### config.mk
export PLATFORM = sky130hd
export DESIGN_NAME = hop_route_sel
export DESIGN_NICKNAME = d
export VERILOG_FILES = /design/src/rtl/hop_route_pkg.sv /design/src/rtl/hop_pdv.sv /design/src/rtl/hop_lfsr.sv /design/src/rtl/hop_pick.sv /design/src/rtl/hop_route_sel.sv
export SDC_FILE = /design/constraint.sdc
export NUM_CORES = 1
export LEC_CHECK = 0
export ABC_AREA = 1
export BUFFER_PORTS_ARGS = -buffer_cell sky130_fd_sc_hd__buf_2
export CAP_MARGIN = 40
export CORE_UTILIZATION = 56
export CTS_CLUSTER_DIAMETER = 40
export DETAILED_ROUTE_END_ITERATION = 10
export PLACE_DENSITY = 0.85
export SLEW_MARGIN = 20
export SYNTH_ARGS = -nofsm -noshare
export SYNTH_HDL_FRONTEND = slang
export SYNTH_SLANG_ARGS = --single-unit
### constraint.sdc
create_clock -name clk -period 5.3 [get_ports clk]
set_clock_uncertainty 0.1 [all_clocks]
set_input_delay 0.53 -clock clk [delete_from_list [all_inputs] [get_ports clk]]
set_output_delay 0.53 -clock clk [all_outputs]
set_load 0.005 [all_outputs]
### src/rtl/hop_route_pkg.sv
// Shared port indices and policy encoding for the route selector.
package hop_route_pkg;
    typedef enum logic [1:0] {
        MODE_DOR   = 2'd0,
        MODE_OBLIV = 2'd1,
        MODE_ADAPT = 2'd2,
        MODE_FULL  = 2'd3
    } route_mode_e;

    localparam int NDIR  = 4;   // directional ports E, W, N, S
    localparam int P_E   = 0;
    localparam int P_W   = 1;
    localparam int P_N   = 2;
    localparam int P_S   = 3;
    localparam int P_LOC = 4;
endpackage

### src/rtl/hop_pdv.sv
// Productive direction front end.
// Compares current and destination coordinates, marks each port that
// reduces distance, and also gives the dimension-order choice.
// Assumes a mesh (no wraparound links).
module hop_pdv #(
    parameter int XW = 3,
    parameter int YW = 3
) (
    input  logic [XW-1:0] cur_x,
    input  logic [YW-1:0] cur_y,
    input  logic [XW-1:0] dst_x,
    input  logic [YW-1:0] dst_y,
    output logic [3:0]    pdv,
    output logic [3:0]    dor,
    output logic          at_dest
);
    import hop_route_pkg::*;

    logic          neg_x, neg_y;
    logic [XW-1:0] hops_x;
    logic [YW-1:0] hops_y;
    logic          need_x, need_y;

    // Signs and hop magnitudes per dimension.
    always_comb begin
        neg_x  = dst_x < cur_x;
        neg_y  = dst_y < cur_y;
        hops_x = neg_x ? (cur_x - dst_x) : (dst_x - cur_x);
        hops_y = neg_y ? (cur_y - dst_y) : (dst_y - cur_y);
        need_x = hops_x != '0;
        need_y = hops_y != '0;
    end

    // Productive vector, x-first subset and arrival flag.
    always_comb begin
        pdv        = '0;
        pdv[P_E]   = need_x & ~neg_x;
        pdv[P_W]   = need_x &  neg_x;
        pdv[P_N]   = need_y & ~neg_y;
        pdv[P_S]   = need_y &  neg_y;
        dor        = need_x ? (pdv & 4'b0011) : (pdv & 4'b1100);
        at_dest    = ~need_x & ~need_y;
    end
endmodule

### src/rtl/hop_lfsr.sv
// 16-bit Fibonacci shift register used as the random source.
// Steps once per routing decision; reseeds on reset.
module hop_lfsr #(
    parameter logic [15:0] SEED = 16'hACE1
) (
    input  logic        clk,
    input  logic        rst_n,
    input  logic        step,
    output logic [15:0] state
);
    // Shift right, feeding taps 16/14/13/11 into the MSB.
    always_ff @(posedge clk) begin
        if (!rst_n)
            state <= SEED;
        else if (step)
            state <= {state[0] ^ state[2] ^ state[3] ^ state[5], state[15:1]};
    end
endmodule

### src/rtl/hop_pick.sv
// Least-occupied port picker over a mask of candidate ports.
// Ties resolve to the lowest index (E, W, N, S). An empty mask gives
// an empty result.
module hop_pick #(
    parameter int QW = 4
) (
    input  logic [3:0]      mask,
    input  logic [4*QW-1:0] occ,
    output logic [3:0]      sel,
    output logic [QW-1:0]   min_occ
);
    logic found;

    // Linear scan keeping the first strictly smaller entry.
    always_comb begin
        sel     = '0;
        min_occ = '1;
        found   = 1'b0;
        for (int i = 0; i < 4; i++) begin
            if (mask[i] && (!found || occ[i*QW +: QW] < min_occ)) begin
                sel        = '0;
                sel[i]     = 1'b1;
                min_occ    = occ[i*QW +: QW];
                found      = 1'b1;
            end
        end
    end
endmodule

### src/rtl/hop_route_sel.sv
// Route selector top.
// One productive-vector front end feeds four policies chosen by `mode`.
// The decision is registered: valid one cycle after req_valid.
// Assumes coordinates lie inside MESH_X x MESH_Y.
module hop_route_sel #(
    parameter  int MESH_X = 8,
    parameter  int MESH_Y = 8,
    parameter  int QW     = 4,
    parameter  int MR_MAX = 2,
    localparam int XW     = (MESH_X > 1) ? $clog2(MESH_X) : 1,
    localparam int YW     = (MESH_Y > 1) ? $clog2(MESH_Y) : 1,
    localparam int MR_W   = $clog2(MR_MAX + 1)
) (
    input  logic              clk,
    input  logic              rst_n,
    input  logic              req_valid,
    input  logic [1:0]        mode,
    input  logic [XW-1:0]     cur_x,
    input  logic [YW-1:0]     cur_y,
    input  logic [XW-1:0]     dst_x,
    input  logic [YW-1:0]     dst_y,
    input  logic [4*QW-1:0]   q_occ,
    input  logic [QW-1:0]     thresh,
    input  logic [MR_W-1:0]   misroute_in,
    output logic [4:0]        port_sel,
    output logic [MR_W-1:0]   misroute_out,
    output logic              sel_valid
);
    import hop_route_pkg::*;

    logic [3:0]    pdv, dor, legal, detour_mask;
    logic          at_dest;
    logic [15:0]   rnd;
    logic [3:0]    prod_pick, det_pick, obl_pick;
    logic [QW-1:0] prod_min, det_min;
    logic          do_detour;
    logic [4:0]    nxt_sel;
    logic [MR_W-1:0] nxt_mr;

    hop_pdv #(.XW(XW), .YW(YW)) i_pdv (
        .cur_x(cur_x), .cur_y(cur_y), .dst_x(dst_x), .dst_y(dst_y),
        .pdv(pdv), .dor(dor), .at_dest(at_dest)
    );

    hop_lfsr #(.SEED(16'hACE1)) i_lfsr (
        .clk(clk), .rst_n(rst_n), .step(req_valid), .state(rnd)
    );

    hop_pick #(.QW(QW)) i_pick_prod (
        .mask(pdv), .occ(q_occ), .sel(prod_pick), .min_occ(prod_min)
    );

    hop_pick #(.QW(QW)) i_pick_det (
        .mask(detour_mask), .occ(q_occ), .sel(det_pick), .min_occ(det_min)
    );

    // Ports that stay inside the mesh, and the legal non-shortening set.
    always_comb begin
        legal        = '0;
        legal[P_E]   = cur_x != XW'(MESH_X - 1);
        legal[P_W]   = cur_x != '0;
        legal[P_N]   = cur_y != YW'(MESH_Y - 1);
        legal[P_S]   = cur_y != '0;
        detour_mask  = legal & ~pdv;
    end

    // Oblivious pick: with one x and one y candidate, bit0 chooses.
    always_comb begin
        if ($countones(pdv) > 1)
            obl_pick = rnd[0] ? (pdv & 4'b1100) : (pdv & 4'b0011);
        else
            obl_pick = pdv;
    end

    // Detour decision for the fully adaptive policy.
    always_comb begin
        do_detour = (route_mode_e'(mode) == MODE_FULL) && (prod_min > thresh) &&
                    (misroute_in < MR_W'(MR_MAX)) && (detour_mask != '0);
    end

    // Final port and header count.
    always_comb begin
        nxt_mr  = misroute_in;
        nxt_sel = '0;
        if (at_dest) begin
            nxt_sel[P_LOC] = 1'b1;
        end else begin
            unique case (route_mode_e'(mode))
                MODE_DOR:   nxt_sel[3:0] = dor;
                MODE_OBLIV: nxt_sel[3:0] = obl_pick;
                MODE_ADAPT: nxt_sel[3:0] = prod_pick;
                MODE_FULL: begin
                    if (do_detour) begin
                        nxt_sel[3:0] = det_pick;
                        nxt_mr       = misroute_in + 1'b1;
                    end else begin
                        nxt_sel[3:0] = prod_pick;
                    end
                end
            endcase
        end
    end

    // Output register; holds the last decision between requests.
    always_ff @(posedge clk) begin
        if (!rst_n) begin
            port_sel     <= '0;
            misroute_out <= '0;
            sel_valid    <= 1'b0;
        end else begin
            sel_valid <= req_valid;
            if (req_valid) begin
                port_sel     <= nxt_sel;
                misroute_out <= nxt_mr;
            end
        end
    end
endmodule

* Yosys cells after proc, flatten, opt, wreduce, memory -nomap -nowiden
Index checks and enable logic that the tools add are counted.
W data, S select, Z words.
** Word-level totals
- Flip-flop bits (word level) :: 24
- Latch bits :: 0
- Bits in writable memories :: 0
- Bits in read-only memories :: 0
- Input bits :: 39
- Output and inout bits :: 8
- Memories :: 0
** Cells by class
- $add $sub $neg :: 8
- Multipliers :: 0
- Divide/modulo/power cells :: 0
- $lt $le $gt $ge :: 11
- Eq/ne operators :: 5
- Shift operators :: 0
- Multiplexer cells :: 33
- Bitwise logic cells :: 14
- Reduce and logical (&&, ||, !) cells :: 27
** Operators by type and width (number)
- $mux W4 :: 18
- $lt A4 B4 Y1 :: 6
- $pmux W4 S4 :: 1
- $reduce_bool A3 Y1 :: 4
- $sub A3 B3 Y3 :: 4
- $logic_and A1 B1 Y1 :: 9
- $mux W1 :: 9
- $logic_not A1 Y1 :: 6
- $logic_or A1 B1 Y1 :: 6
- $lt A3 B3 Y1 :: 2
- $mux W2 :: 3
- $mux W3 :: 2
- $ne A3 B3 Y1 const B :: 2
- $and A1 B1 Y1 :: 5
- $add A1 B1 Y2 :: 2
- $and A4 B4 Y4 :: 1
- $eq A2 B2 Y1 const B :: 2
- $gt A4 B4 Y1 :: 1
- $not A1 Y1 :: 4
- $not A4 Y4 :: 1
- $reduce_bool A4 Y1 :: 1
- $add A2 B2 Y3 :: 1
- $gt A3 B1 Y1 const B :: 1
- $xor A1 B1 Y1 :: 3
- other kinds (4) :: 4

* Longest topological paths before layout
Gate-level depths: netlist of the first run.
- Depth in word-level cells :: 24
- Mapped depth :: 41
- Depth with buffers taken out :: 41

* Modules after synthesis
A second synthesis of the first run with hierarchy kept.
** Second synthesis, totals
- Cell total of the unflattened synthesis :: 477
- Area, all modules :: 2884.0 µm²
** By module, submodules not included
- hop_pick :: times used 2, cells each 93, area an instance 521.8 µm², seq. area each 0.0 µm²
- hop_route_sel :: times used 1, cells each 138, area an instance 815.8 µm², seq. area each 160.2 µm²
- hop_lfsr :: times used 1, cells each 82, area an instance 626.9 µm², seq. area each 320.3 µm²
- hop_pdv :: times used 1, cells each 71, area an instance 397.9 µm², seq. area each 0.0 µm²

* Worst setup path after synthesis of the first run
Ideal clock, no wire load.
- Path kind :: in2reg
- From :: input cur_x[1]
- To :: register port_sel[1]
- Setup time :: 0.070 ns
- Arrival :: 4.542 ns
- Data required time :: 5.130 ns
- Setup slack :: 0.588 ns
- Stages :: 37
- Cells stage by stage :: inv_1 ha_1 inv_1 o21bai_2 nand2_1 a21oi_1 nand2b_2 nand2_2 o22ai_1 ha_1 o21ai_1 nand2_1 nand3_1 nand3_2 nand2_2 inv_4 o21ai_0 ha_1 nand2_1 nand2_1 nand3_1 nand3_1 nand2_2 buf_6 o21ai_0 ha_1 inv_1 nor2_1 o211ai_1 a21oi_1 o21ai_1 inv_1 o21ai_0 nand3_1 o21bai_1 nand2_1 a21oi_1
** Between the ends
- Longest elaborated chain between the ends :: 24
** Ends and longest elaborated chain
- from (decl) :: line hop_route_sel.sv:18 : input logic [XW-1:0] cur_x,
- $sub A3 B3 Y3 or $lt A3 B3 Y1 (tied branches) :: line hop_pdv.sv:28, hop_pdv.sv:26
- $mux W3 :: line hop_pdv.sv:28 : hops_x = neg_x ? (cur_x - dst_x) : (dst_x - cur_x);
- $reduce_bool A3 Y1 :: line hop_pdv.sv:30 : need_x = hops_x != '0;
- $and A1 B1 Y1 :: line hop_pdv.sv:37 : pdv[P_E] = need_x & ~neg_x;
- $mux W4 or $mux W1 (tied branches) :: line hop_pick.sv:20 : if (mask[i] && (!found || occ[i*QW +: QW] < min_occ)) begin
- $lt A4 B4 Y1 or $logic_not A1 Y1 (tied branches) :: line hop_pick.sv:20
- $logic_or A1 B1 Y1 :: line hop_pick.sv:20
- $logic_and A1 B1 Y1 :: line hop_pick.sv:20
- (+7 left out)
- $logic_and A1 B1 Y1 :: line hop_pick.sv:20
- $mux W4 :: line hop_pick.sv:20
- $gt A4 B4 Y1 :: line hop_route_sel.sv:77 : do_detour = (route_mode_e'(mode) == MODE_FULL) && (prod_min > thresh) &&
- $logic_and A1 B1 Y1 (2 in a row) :: line hop_route_sel.sv:77
- $logic_and A1 B1 Y1 :: line hop_route_sel.sv:78 : (misroute_in < MR_W'(MR_MAX)) && (detour_mask != '0);
- $mux W4 :: line hop_route_sel.sv:93 : if (do_detour) begin
- $pmux W4 S4 :: line hop_route_sel.sv:88 : unique case (route_mode_e'(mode))
- $mux W4 * :: line hop_route_sel.sv:85 : if (at_dest) begin
- to (signal assigned) :: line hop_route_sel.sv:113 : port_sel <= nxt_sel;
- to (decl) :: line hop_route_sel.sv:25 : output logic [4:0] port_sel,
Mark *: on every way between the ends. The rest lies on a longest branch, timed or not.
A chain may end at the register's enable or synchronous reset.

* Final worst setup path of the first run
- From :: input cur_x[1]
- To :: register port_sel[0]
The elaborated chain is that of the path after synthesis.

==> results of run 1 <==
through the flow:
| stage | cells | power (mW) | hold slack, ps | utilization [%] | worst slack, ps |
|---|---|---|---|---|---|
| after floorplan | 370 | 0.4619 | 329.2 | - | 588.4 |
| after global placement | 459 | 0.5228 | 337.3 | 64.84 | 134.6 |
| final | 464 | 0.6538 | 357.7 | 67.02 | 477.9 |
| after detailed placement | 459 | 0.5367 | 342.6 | 64.84 | -182.2 |
| after CTS | 462 | 0.6386 | 362.2 | 65.87 | 83.94 |
| after global routing | 464 | 0.7204 | 389.3 | 67.02 | 37.55 |
final cells by class:
| type | count | area, µm² | share of cell area (%) |
|---|---|---|---|
| Sequential cell | 24 | 480.5 | 17.79 |
| Clock buffer | 3 | 41.29 | 1.529 |
| Tap cell | 50 | 62.56 | 2.317 |
| Timing Repair Buffer | 48 | 245.2 | 9.082 |
| Inverter | 60 | 227.7 | 8.434 |
| Multi-Input combinational cell | 279 | 1643 | 60.84 |
report_power, final:
group,internal (mW),switching [mW],total [mW]
combinational,0.135,0.213,0.348
clock,0.0507,0.0525,0.103
sequential,0.195,0.00777,0.203
total,0.380,0.274,0.654
cells by family after synthesis:
family	Yosys count	share of synthesized area (%)
flip-flops	24	20.41
buffers and inverters	67	11.11
adder cells (fa/ha/maj)	30	16.27
AO/OA/AOI/OAI	69	17.28
XOR/XNOR	4	1.489
AND/OR/NAND/NOR	176	33.44
per-layer routing:
layer	vias up	GRT usage [%]	wire [µm]
met5	-	0	0
met4	0	5.319	66
met3	8	4.966	332
met2	81	44.32	2390
met1	1075	32.82	2493
li1	1278	-	-
flip-flops by register name, indices dropped and copies added (netlist names):
signal        flops
misroute_out      2
sel_valid         1
i_lfsr.state     16
port_sel          5
critical path: cells and delay by family:
family / cells / cell delay [ps]
simple gates: 19 / 1600
fa+ha+maj: 4 / 1060
compound gates: 9 / 1260
buf+inv: 5 / 460
repair_timing:
action,4_1_cts,5_1_grt
resized for setup,0,11
setup buffers,0,2
setup endpoints to repair,0,6
hold endpoints to repair,0,0
worst paths after layout:
kind | startpoint | to | slack [ps] | cells after the start
worst max register to register | i_lfsr.state[0] | port_sel[3] | 4100 | 6
worst max-delay path | cur_x[1] | port_sel[0] | 480 | 37
worst min-delay path | i_lfsr.state[6] | i_lfsr.state[6] | 360 | 2
worst min register to register | i_lfsr.state[6] | i_lfsr.state[6] | 360 | 2
cell usage after synthesis (2+ instances only):
cell type	n	share of area (%)
nand2_2	10	2.7
o21bai_1	2	0.64
xor2_1	2	0.74
xnor2_1	2	0.74
nand3_1	19	4.0
o21ai_1	3	0.64
nand3_2	5	2.1
inv_2	4	0.64
inv_1	55	8.8
o21ai_0	30	6.4
nor2_1	41	6.5
clkbuf_1	6	0.96
a21oi_1	19	4.0
o22ai_1	4	1.1
a31oi_1	4	1.1
nand2_4	3	1.4
nand2_1	91	15
dfxtp_1	24	20
a211oi_1	2	0.64
ha_1	29	15
nor3_1	2	0.43
==> summary.txt, run 1 <==
Power and ir drop
  • Leakage: 1.508 nW
  • Power per standard cell area: 242.1 nW/µm²
  • VDD IR max: 0.0001028 V

Detailed routing
  • WL final: 5283 µm
  • Drt pass-1 iters: 4
  • Initial detailed-routing violation count: 171
  • DRC viols: 0
  • Via density: 5.263
  • Final ANT Viol Nets: 0
  • DR vias: 2,442
  • Wirelength per Cell: 11.39 µm

Timing
  • Count of final setup violators: 0
  • FMAX: 207.4 MHz
  • Max-slew violation count: 0
  • Fin crit period: 4822 ps
  • Fin crit share: 90.98%
  • Slew @ Worst Pin: 598.2 ps
  • Final Hold Viols: 0
  • Final setup TNS: 0 ps
  • Slew Limit Headroom: 60.08%
  • Unrepaired setup endpoints after global routing: false

Setup path
  • Worst Setup End Kind: register
  • Arr. time, crit path: 4920 ps
  • CP Max Fanout: 10
  • Crit-path most repeated cell: nand2_1
  • Critical path's largest stage delay: 290 ps
  • Crit Path Category: in -> reg
  • Critical path startpoint category: input port
  • CP max-delay cell: ha_1
  • CP Data Required Time: 5390 ps

Synthesis
  • Syn nets: 439
  • Count of cell types in the netlist: 34
  • EDFF count, synth: 0
  • Mean Syn Cell Area: 6.361 µm²
  • Fraction of registers with async set/reset: 0%
  • Ys Warns: 0
  • Synth Register Bits: 24
  • Sequential share of the synthesized area: 20.41%
  • Cell area after synthesis: 2354 µm²
  • Cells after Synth: 370
  • Top FF cell, synth: dfxtp_1

Clocking
  • Post-CTS Hold Fix Bufs: 0
  • Worst-path clk slew: 80 ps
  • Clock Tree Buf Depth: 2
  • # H-tree levels: 1
  • CTS tree: built
  • Num CTS Buffers: 3
  • CTS sink cnt: 24
  • Clock latency on the worst-skew pair: 260 ps
  • Root Buffer: clkbuf_8

Placement
  • DP Area: 2613 µm²
  • I/O Buffers: 46
  • Gpl congestion: 0.9013
  • Post-DP HPWL: 4348 µm

Die
  • Num rows: 23
  • Top Ports: 47
  • Initial Utilization: 58.42%
  • Die Ht: 66.83 µm
  • Die area: 4466 µm²
  • Core area: 4029 µm²
  • Die width: 66.83 µm

Final layout
  • Inserted Diodes: 0
  • Syn-to-layout area delta: 14.73%
  • Commonest non-fill, non-tap cell in the layout: nand2_1
  • Number of nets in the layout: 485
  • Commonest cells after routing, fill and taps aside: nand2_1 (91), inv_1 (54), buf_2 (46)
  • Post-Layout Inst Area: 2700 µm²
  • Fillcell total: 367
  • Layout cells sized above 1: 20.53%

GRT
  • GRT Total Usage: 25.72%
  • Vias in the first global route: 2,277
  • First-pass GRT wire length: 9183 µm
  • Total gr overflow: 0
  • Largest net degree at the start of global routing: 23
  • Initial antenna violation count: 0

Min path
  • Worst min-delay path class: reg -> reg

Run
  • Max_cap viols: 0

Outcome
  • Outcome: finished, final reports clean
Power figures use the tool's default switching activity.
==> run 2: changes to the inputs <==
--- a/config.mk
+++ b/config.mk
@@ -7,11 +7,10 @@
 export LEC_CHECK = 0
 export ABC_AREA = 1
 export BUFFER_PORTS_ARGS = -buffer_cell sky130_fd_sc_hd__buf_2
-export CAP_MARGIN = 40
 export CORE_UTILIZATION = 56
 export CTS_CLUSTER_DIAMETER = 40
 export DETAILED_ROUTE_END_ITERATION = 10
-export PLACE_DENSITY = 0.85
+export PLACE_DENSITY = 0.81
 export SLEW_MARGIN = 20
 export SYNTH_ARGS = -nofsm -noshare
 export SYNTH_HDL_FRONTEND = slang
==> run 2 against run 1 <==
  * Final area down 0.19%
  * Register-to-register slack worse by 30 ps
  * Clock power up 17%
==> summary.txt, run 2 (synthesis results as in run 1) <==
Placement
  • I/O Buffers: 46
  • Gpl congestion: 0.9516
  • Pre-CTS worst setup slack: -77.55 ps
  • Post-DP HPWL: 4293 µm

Die
  • Core area: 4029 µm²
  • Die Ht: 66.83 µm
  • Die width: 66.83 µm
  • Die area: 4466 µm²
  • Initial Utilization: 58.42%
  • Num rows: 23
  • Top Ports: 47

Final layout
  • Layout cells sized above 1: 20.10%
  • Commonest cells after routing, fill and taps aside: nand2_1 (91), inv_1 (54), buf_2 (46)
  • Biggest regs: i_lfsr.state x16, port_sel x5, misroute_out x2
  • Fillcell total: 368
  • Largest register FFs: 16
  • Syn-to-layout area delta: 14.51%
  • Multi-input gate area: 1639 µm²
  • Commonest non-fill, non-tap cell in the layout: nand2_1
  • Inserted Diodes: 0
  • Reg area: 480.5 µm²
  • Number of nets in the layout: 483
  • Biggest register: i_lfsr.state

Timing
  • Crit path setup slack, layout: 461.0 ps
  • Slew Limit Headroom: 61.04%
  • FMAX: 206.7 MHz
  • Final setup TNS: 0 ps
  • Count of final setup violators: 0
  • Fin crit period: 4839 ps
  • Max-slew violation count: 0
  • Unrepaired setup endpoints after global routing: false
  • Fin crit share: 91.30%
  • Final Hold Viols: 0
  • Slew @ Worst Pin: 583.7 ps

Power and ir drop
  • Combinational share of power: 51.4%
  • Clock group share of total power: 18.2%
  • Flop pwr share: 30.4%
  • Sw Share: 41.48%
  • VDD IR max: 0.0001103 V
  • Power per standard cell area: 247.1 nW/µm²
  • Leakage: 1.504 nW
  • Psw: 0.2762 mW
  • Internal Power: 0.3897 mW

Clocking
  • CTS tree: built
  • Clock Tree Buf Depth: 2
  • Num CTS Buffers: 3
  • Clock latency on the worst-skew pair: 260 ps
  • Worst-path clk slew: 80 ps
  • Root Buffer: clkbuf_8
  • # H-tree levels: 1
  • CTS sink cnt: 24
  • Setup repair bufs after CTS: 0

GRT
  • Total gr overflow: 0
  • Met2 Use GR: 41.29%
  • Met3 usage: 4.281%
  • GRT Total Usage: 25.08%
  • GR peak layer: met2
  • First-pass GRT wire length: 8811 µm
  • Largest net degree at the start of global routing: 23
  • Vias in the first global route: 2,138
  • Initial antenna violation count: 0
  • Met1 Track Usage GR: 34.05%

Setup path
  • CP Data Required Time: 5400 ps
  • CP max-delay cell: ha_4
  • Top delay family on crit path: simple AND/OR/NAND/NOR gates
  • Crit-path most repeated cell: nand2_1
  • Arr. time, crit path: 4940 ps
  • Reg2reg end: port_sel[1]
  • Crit Path Category: in -> reg
  • CP Max Fanout: 14
  • R2R depth: 6
  • Critical path's largest stage delay: 300 ps
  • Critical path startpoint category: input port
  • Levels on crit path: 40
  • Worst Path Buf+Inv: 6
  • Worst R2R Setup Slack: 4070 ps
  • Worst Setup End Kind: register
  • Critical R2R Launch: i_lfsr.state[0]

Min path
  • Worst Hold Path Cells: 2
  • Worst Hold End: i_lfsr.state[13]
  • Hold path startpoint: i_lfsr.state[13]
  • Worst min-delay path class: reg -> reg

Detailed routing
  • Wirelength per Cell: 11.25 µm
  • Drt pass-1 iters: 5
  • Initial detailed-routing violation count: 192
  • Final ANT Viol Nets: 0
  • DR vias: 2,393
  • Via density: 5.168
  • DRC viols: 0
  • WL final: 5207 µm

Run
  • Max_cap viols: 0

Outcome
  • Outcome: finished, final reports clean
run 2: routing by layer:
| layer | vias to the layer above | share of wire [%] |
|---|---|---|
| li1 | 1278 | - |
| met1 | 1040 | 48 |
| met2 | 71 | 46 |
| met3 | 4 | 5.4 |
| met4 | 0 | 0.52 |
| met5 | - | 0 |
run 2: worst max-delay path by stage:
stage	endpoint	slack [ps]	from
floorplan	port_sel[1]	590	cur_x[1]
global placement	port_sel[1]	100	cur_x[1]
detailed placement	port_sel[1]	-80	cur_x[1]
CTS	port_sel[1]	180	cur_x[1]
global route	port_sel[3]	30	cur_x[1]
finish	port_sel[3]	460	cur_x[1]
run 2: power groups by stage:
stage                     registers (mW)  clock network [mW]  logic [mW]
final                              0.202               0.121       0.342
after global routing               0.205               0.132       0.394
after CTS                          0.202               0.124       0.334
after detailed placement           0.206                   0       0.332
after global placement             0.206                   0       0.320
after floorplan                    0.206                   0       0.256
run 2: cell type report:
class	count	area share, %
tap	50	2.321
clock buffer	4	2.043
inverter	60	8.449
sequential	24	17.83
timing repair buffer	46	8.542
multi-input combinational	279	60.82
run 2: tightest hold or removal path, cell delays in order, from the launching register on:
cell	delay (ps)
dfxtp_1	330
nand2_1	50
nand3_1	50
run 2: through the flow:
stage               total power, mW  cells  instance area [µm²]  hold WS [ps]  utilization [%]
floorplan                    0.4619    370                 2354         329.2                -
global placement             0.5256    459                 2613         339.5            64.84
detailed placement           0.5383    459                 2613         343.2            64.84
CTS                          0.6600    463                 2668         364.9            66.21
global route                 0.7307    463                 2695         386.6            66.89
finish                       0.6659    463                 2695         361.4            66.89
run 2: timing repair:
item,4_1_cts,5_1_grt
hold buffers,0,0
endpoints found under the setup margin,0,6
hold endpoints to repair,0,0
resized for setup,0,8
